--- src/rtl/shreg_pkg.sv ---
package shreg_pkg;

    // Kind of move taken at a rising edge
    typedef enum logic [2:0] {
        MV_HOLD   = 3'd0,
        MV_UP_SER = 3'd1,
        MV_DN_SER = 3'd2,
        MV_UP_ROT = 3'd3,
        MV_DN_ROT = 3'd4
    } move_e;

    // Falling-edge tap registers
    typedef struct packed {
        logic lo;
        logic hi;
    } tap_t;

endpackage

--- src/rtl/shreg_mode_dec.sv ---
module shreg_mode_dec
    import shreg_pkg::*;
(
    input  logic  dir_dn_i,
    input  logic  load_i,
    input  logic  hold_i,
    output move_e move_o
);

    always_comb begin
        if (hold_i) begin
            move_o = MV_HOLD;
        end else if (load_i) begin
            move_o = dir_dn_i ? MV_DN_SER : MV_UP_SER;
        end else begin
            move_o = dir_dn_i ? MV_DN_ROT : MV_UP_ROT;
        end
    end

endmodule

--- src/rtl/shreg_step.sv ---
module shreg_step
    import shreg_pkg::*;
#(
    parameter int STAGES = 32
) (
    input  logic [STAGES-1:0] cells_i,
    input  move_e             move_i,
    input  logic              ser_up_i,
    input  logic              ser_dn_i,
    output logic [STAGES-1:0] cells_o
);

    localparam int TOP = STAGES - 1;

    logic [STAGES-1:0] up_v;
    logic [STAGES-1:0] dn_v;
    logic              up_fill;
    logic              dn_fill;

    // The entry bit is either the serial input or the bit leaving the far end
    always_comb begin
        up_fill = (move_i == MV_UP_SER) ? ser_up_i : cells_i[TOP];
        dn_fill = (move_i == MV_DN_SER) ? ser_dn_i : cells_i[0];
    end

    for (genvar gi = 0; gi < STAGES; gi++) begin : g_cell
        if (gi == 0) begin : g_lo_end
            assign up_v[gi] = up_fill;
        end else begin : g_lo_mid
            assign up_v[gi] = cells_i[gi-1];
        end
        if (gi == TOP) begin : g_hi_end
            assign dn_v[gi] = dn_fill;
        end else begin : g_hi_mid
            assign dn_v[gi] = cells_i[gi+1];
        end
    end

    always_comb begin
        unique case (move_i)
            MV_UP_SER, MV_UP_ROT: cells_o = up_v;
            MV_DN_SER, MV_DN_ROT: cells_o = dn_v;
            default:              cells_o = cells_i;
        endcase
    end

endmodule

--- src/rtl/shreg_edge_out.sv ---
module shreg_edge_out
    import shreg_pkg::*;
(
    input  logic clk,
    input  logic rst,
    input  logic lo_cell_i,
    input  logic hi_cell_i,
    output logic lo_tap_o,
    output logic hi_tap_o
);

    tap_t tap_d;
    tap_t tap_q;

    always_comb begin
        if (rst) begin
            tap_d = '0;
        end else begin
            tap_d.lo = lo_cell_i;
            tap_d.hi = hi_cell_i;
        end
    end

    always_ff @(negedge clk) begin
        tap_q <= tap_d;
    end

    assign lo_tap_o = tap_q.lo;
    assign hi_tap_o = tap_q.hi;


    lo_tap_follow_chk: assert property (@(negedge clk) disable iff (rst)
        (tap_q.lo != lo_cell_i) |=> (tap_q.lo == $past(lo_cell_i)));


    hi_tap_follow_chk: assert property (@(negedge clk) disable iff (rst)
        (tap_q.hi != hi_cell_i) |=> (tap_q.hi == $past(hi_cell_i)));

endmodule

--- src/rtl/shreg_bidir_rot.sv ---
module shreg_bidir_rot
    import shreg_pkg::*;
#(
    parameter int STAGES = 32
) (
    input  logic              clk,
    input  logic              rst,
    input  logic              dir_dn,
    input  logic              load,
    input  logic              hold,
    input  logic              ser_up_i,
    input  logic              ser_dn_i,
    output logic              lo_tap_o,
    output logic              hi_tap_o,
    output logic [STAGES-1:0] stages_o
);

    localparam int TOP = STAGES - 1;

    typedef struct packed {
        logic [STAGES-1:0] cells;
    } core_t;

    core_t             core_d;
    core_t             core_q;
    move_e             move;
    logic [STAGES-1:0] step_cells;

    shreg_mode_dec u_dec (
        .dir_dn_i (dir_dn),
        .load_i   (load),
        .hold_i   (hold),
        .move_o   (move)
    );

    shreg_step #(.STAGES(STAGES)) u_step (
        .cells_i  (core_q.cells),
        .move_i   (move),
        .ser_up_i (ser_up_i),
        .ser_dn_i (ser_dn_i),
        .cells_o  (step_cells)
    );

    // Reset wins over hold and over every move
    always_comb begin
        core_d = core_q;
        if (rst) begin
            core_d.cells = '0;
        end else begin
            core_d.cells = step_cells;
        end
    end

    always_ff @(posedge clk) begin
        core_q <= core_d;
    end

    shreg_edge_out u_taps (
        .clk       (clk),
        .rst       (rst),
        .lo_cell_i (core_q.cells[0]),
        .hi_cell_i (core_q.cells[TOP]),
        .lo_tap_o  (lo_tap_o),
        .hi_tap_o  (hi_tap_o)
    );

    assign stages_o = core_q.cells;

    // Controls as seen at the last rising edge, for the steadiness check
    logic [2:0] ctrl_seen_q;
    always_ff @(posedge clk) begin
        ctrl_seen_q <= {dir_dn, load, hold};
    end


    rst_clear_chk: assert property (@(posedge clk)
        rst |=> (stages_o == '0));


    hold_freeze_chk: assert property (@(posedge clk) disable iff (rst)
        hold |=> $stable(stages_o));


    shift_up_chk: assert property (@(posedge clk) disable iff (rst)
        (!hold && load && !dir_dn) |=>
        (stages_o == {$past(stages_o[TOP-1:0]), $past(ser_up_i)}));


    shift_dn_chk: assert property (@(posedge clk) disable iff (rst)
        (!hold && load && dir_dn) |=>
        (stages_o == {$past(ser_dn_i), $past(stages_o[TOP:1])}));


    rot_up_chk: assert property (@(posedge clk) disable iff (rst)
        (!hold && !load && !dir_dn) |=>
        (stages_o == {$past(stages_o[TOP-1:0]), $past(stages_o[TOP])}));


    rot_dn_chk: assert property (@(posedge clk) disable iff (rst)
        (!hold && !load && dir_dn) |=>
        (stages_o == {$past(stages_o[0]), $past(stages_o[TOP:1])}));


    ctrl_steady_chk: assert property (@(negedge clk) disable iff (rst)
        ({dir_dn, load, hold} == ctrl_seen_q));

endmodule

--- config.mk ---
export PLATFORM = sky130hd
export DESIGN_NAME = shreg_bidir_rot
export DESIGN_NICKNAME = d
export VERILOG_FILES = /design/src/rtl/shreg_pkg.sv /design/src/rtl/shreg_mode_dec.sv /design/src/rtl/shreg_step.sv /design/src/rtl/shreg_edge_out.sv /design/src/rtl/shreg_bidir_rot.sv
export SDC_FILE = /design/constraint.sdc
export NUM_CORES = 1
export LEC_CHECK = 0
export BUFFER_PORTS_ARGS = -buffer_cell sky130_fd_sc_hd__buf_2
export CAP_MARGIN = 30
export CORE_ASPECT_RATIO = 1.4
export CORE_MARGIN = 4
export CORE_UTILIZATION = 55
export DETAILED_ROUTE_END_ITERATION = 16
export PLACE_DENSITY = 0.81
export SLEW_MARGIN = 20
export SYNTH_ARGS = -nofsm -noshare
export SYNTH_HDL_FRONTEND = slang
export SYNTH_SLANG_ARGS = --single-unit
--- constraint.sdc ---
create_clock -name clk -period 3.83 [get_ports clk]
set_input_delay 0.766 -clock clk [delete_from_list [all_inputs] [get_ports clk]]
set_output_delay 0.766 -clock clk [all_outputs]
set_load 0.005 [all_outputs]
==> run summary <==
Status: completed
Global route overflow: 0
Slowest cell delay on critical path: 290 ps
Worst Max-Slew Pin Slew: 613.6 ps
Detailed-route vias per instance: 5.702
GPL Wtd Cong: 0.7209
Slew headroom: 59.09%
CP arrival: 2710 ps
Max Cap Viol: 0
Final #Nets: 233
Drt initial violations: 46
Ys async rst share: 0%
Top_reg_cell synth: dfxtp_1
Commonest non-fill, non-tap cell in the layout: nand2_1
Synth Net Count: 201
Post-CTS Setup Bufs: 0
IO Pins: 41
Power per cell area: 398.2 mW/mm^2
Remaining DRCs: 0
Wirelength per Cell: 13.69 um
Die width: 53.61 um
Post-synth cell types: 24
Initial Util: 59.37%
Worst skew pair latency: 400 ps
Data required, critical path: 3060 ps
Final setup violation count: 0
Clk sink count: 34
Die footprint: 0.003852 sq mm
Sequential area share after synthesis: 42.50%
Slowest cell on crit path: dfxtp_1
Cell Rows: 22
Largest net degree at the start of global routing: 60
Yosys warnings: 0
Pins Over Slew Limit: 0
Setup TNS: 0 ps
Synthesized area: 0.001602 sq mm
Root Buffer: clkbuf_4
Buf/Inv on CP: 1
Reg clk slew, reported paths: 110 ps
Leak Pwr: 0.7801 nW
RSZ-0062 raised after global routing: no
DP Wirelength: 2355 um
Post-cts sizing count: 0
Critical Path Sink Type: output pin
Diodes inserted: 0
CTS tree: done
Core area: 0.002698 sq mm
Place WS: 707.5 ps
Cell Chain, Critical Path: buf_2
Initial antenna violation count: 0
CTS max path bufs: 2
CTS Hold Bufs: 0
Fraction of layout cells with a size suffix above 1: 27.88%
Fillers: 246
Total track usage: 20.05%
Crit-path leading delay family: flip-flops
Design Power: 0.7313 mW
Die Ht: 71.85 um
IO buf count: 40
PnR worst setup slack: 349.0 ps
Crit Path Category: reg -> out
Antenna-violating nets left: 0
Post-synth EDFFs: 0
CTS H-tree depth: 2
Pre-antenna DRT Iters: 4
Total routed wirelength: 3588 um
Commonest non-fill, non-tap cells in the layout: 54 x nand2_1, 40 x buf_2, 34 x dfxtp_1
Area growth, synth to finish: 14.69%
Vias in the first global route: 1372
Min-Delay Path Class: reg -> reg
Maximum VDD drop: 296.4 uV
Startpoint types: flop
Mean Syn Cell Area: 8.298 sq um
First-pass GRT wire length: 5968 um
Crit path max fanout: 1
Cts bufs inserted: 5
FF+latch count, synth: 34
Final Hold Fails: 0
Max Clock Skew: 65.26 ps
Via count: 1494
Syn Inst Count: 193
-- layer usage --
layer,track usage (%),wire length (um),vias to the layer above,share of wire (%)
li1,-,-,732,-
met1,23.58,1466,710,41
met2,34.38,1849,46,52
met3,5.821,232,6,6.5
met4,5.682,40,0,1.1
met5,0,0,-,0
-- final cells by class --
| type | count | area, sq um | area share, % |
|---|---|---|---|
| Clock buffer | 7 | 55.05 | 2.997 |
| Sequential cell | 34 | 680.7 | 37.06 |
| Inverter | 1 | 3.754 | 0.2044 |
| Multi-Input combinational cell | 138 | 809.5 | 44.07 |
| Timing Repair Buffer | 43 | 230.2 | 12.53 |
| Clock inverter | 3 | 12.51 | 0.6812 |
| Tap cell | 36 | 45.04 | 2.452 |
-- cells in the mapped netlist, types with 2 or more instances --
library cell	n	share of area, %
a21oi_1	5	1.6
a22oi_1	3	1.4
a311oi_1	17	9.3
a311oi_2	10	9.4
and2_1	2	0.78
buf_2	7	2.2
buf_4	4	1.9
buf_6	3	2.1
clkbuf_1	5	1.2
dfxtp_1	34	42
inv_1	2	0.47
nand2_1	55	13
nand3_1	5	1.6
nor2_1	28	6.6
nor2b_1	3	1.2
nor3b_1	2	0.94
-- power breakdown --
| group | switching, mW | internal [mW] |
|---|---|---|
| Combinational | 0.0666 | 0.0488 |
| Sequential | 0.0235 | 0.377 |
| Clock | 0.123 | 0.0917 |
-- per-stage QoR --
stage                     hold slack (ps)  area (sq um)  std cells  utilization (%)
final                               515.7          1837        262            68.09
after floorplan                     481.4          1602        193                -
after detailed placement            499.9          1753        252            64.98
after global placement              493.3          1753        252            64.98
after CTS                           514.4          1817        261            67.35
after global routing                544.6          1837        262            68.09
-- state kept, by name, summed over array words and instances (netlist names) --
register / flops
stages_o: 32
u_taps.hi_tap_o: 1
u_taps.lo_tap_o: 1
-- path summary, 6_finish.rpt --
| check | to | cells after the start | slack, ps | from |
|---|---|---|---|---|
| max reg2reg | u_taps.hi_tap_o | 1 | 1270 | stages_o[31] |
| min | stages_o[18] | 2 | 520 | stages_o[17] |
| min reg2reg | stages_o[18] | 2 | 520 | stages_o[17] |
| max | lo_tap_o | 1 | 350 | u_taps.lo_tap_o |
-- kinds of logic after synthesis --
kind of cell | after synthesis | share of synthesized area (%)
compound gates | 38 | 22.81
xor+xnor | 1 | 0.5470
mux | 1 | 0.6250
simple gates | 97 | 24.92
buf+inv | 21 | 7.813
flops | 34 | 42.50
fa+ha+maj | 1 | 0.7811
No activity file was read; power rests on OpenSTA's default activity.
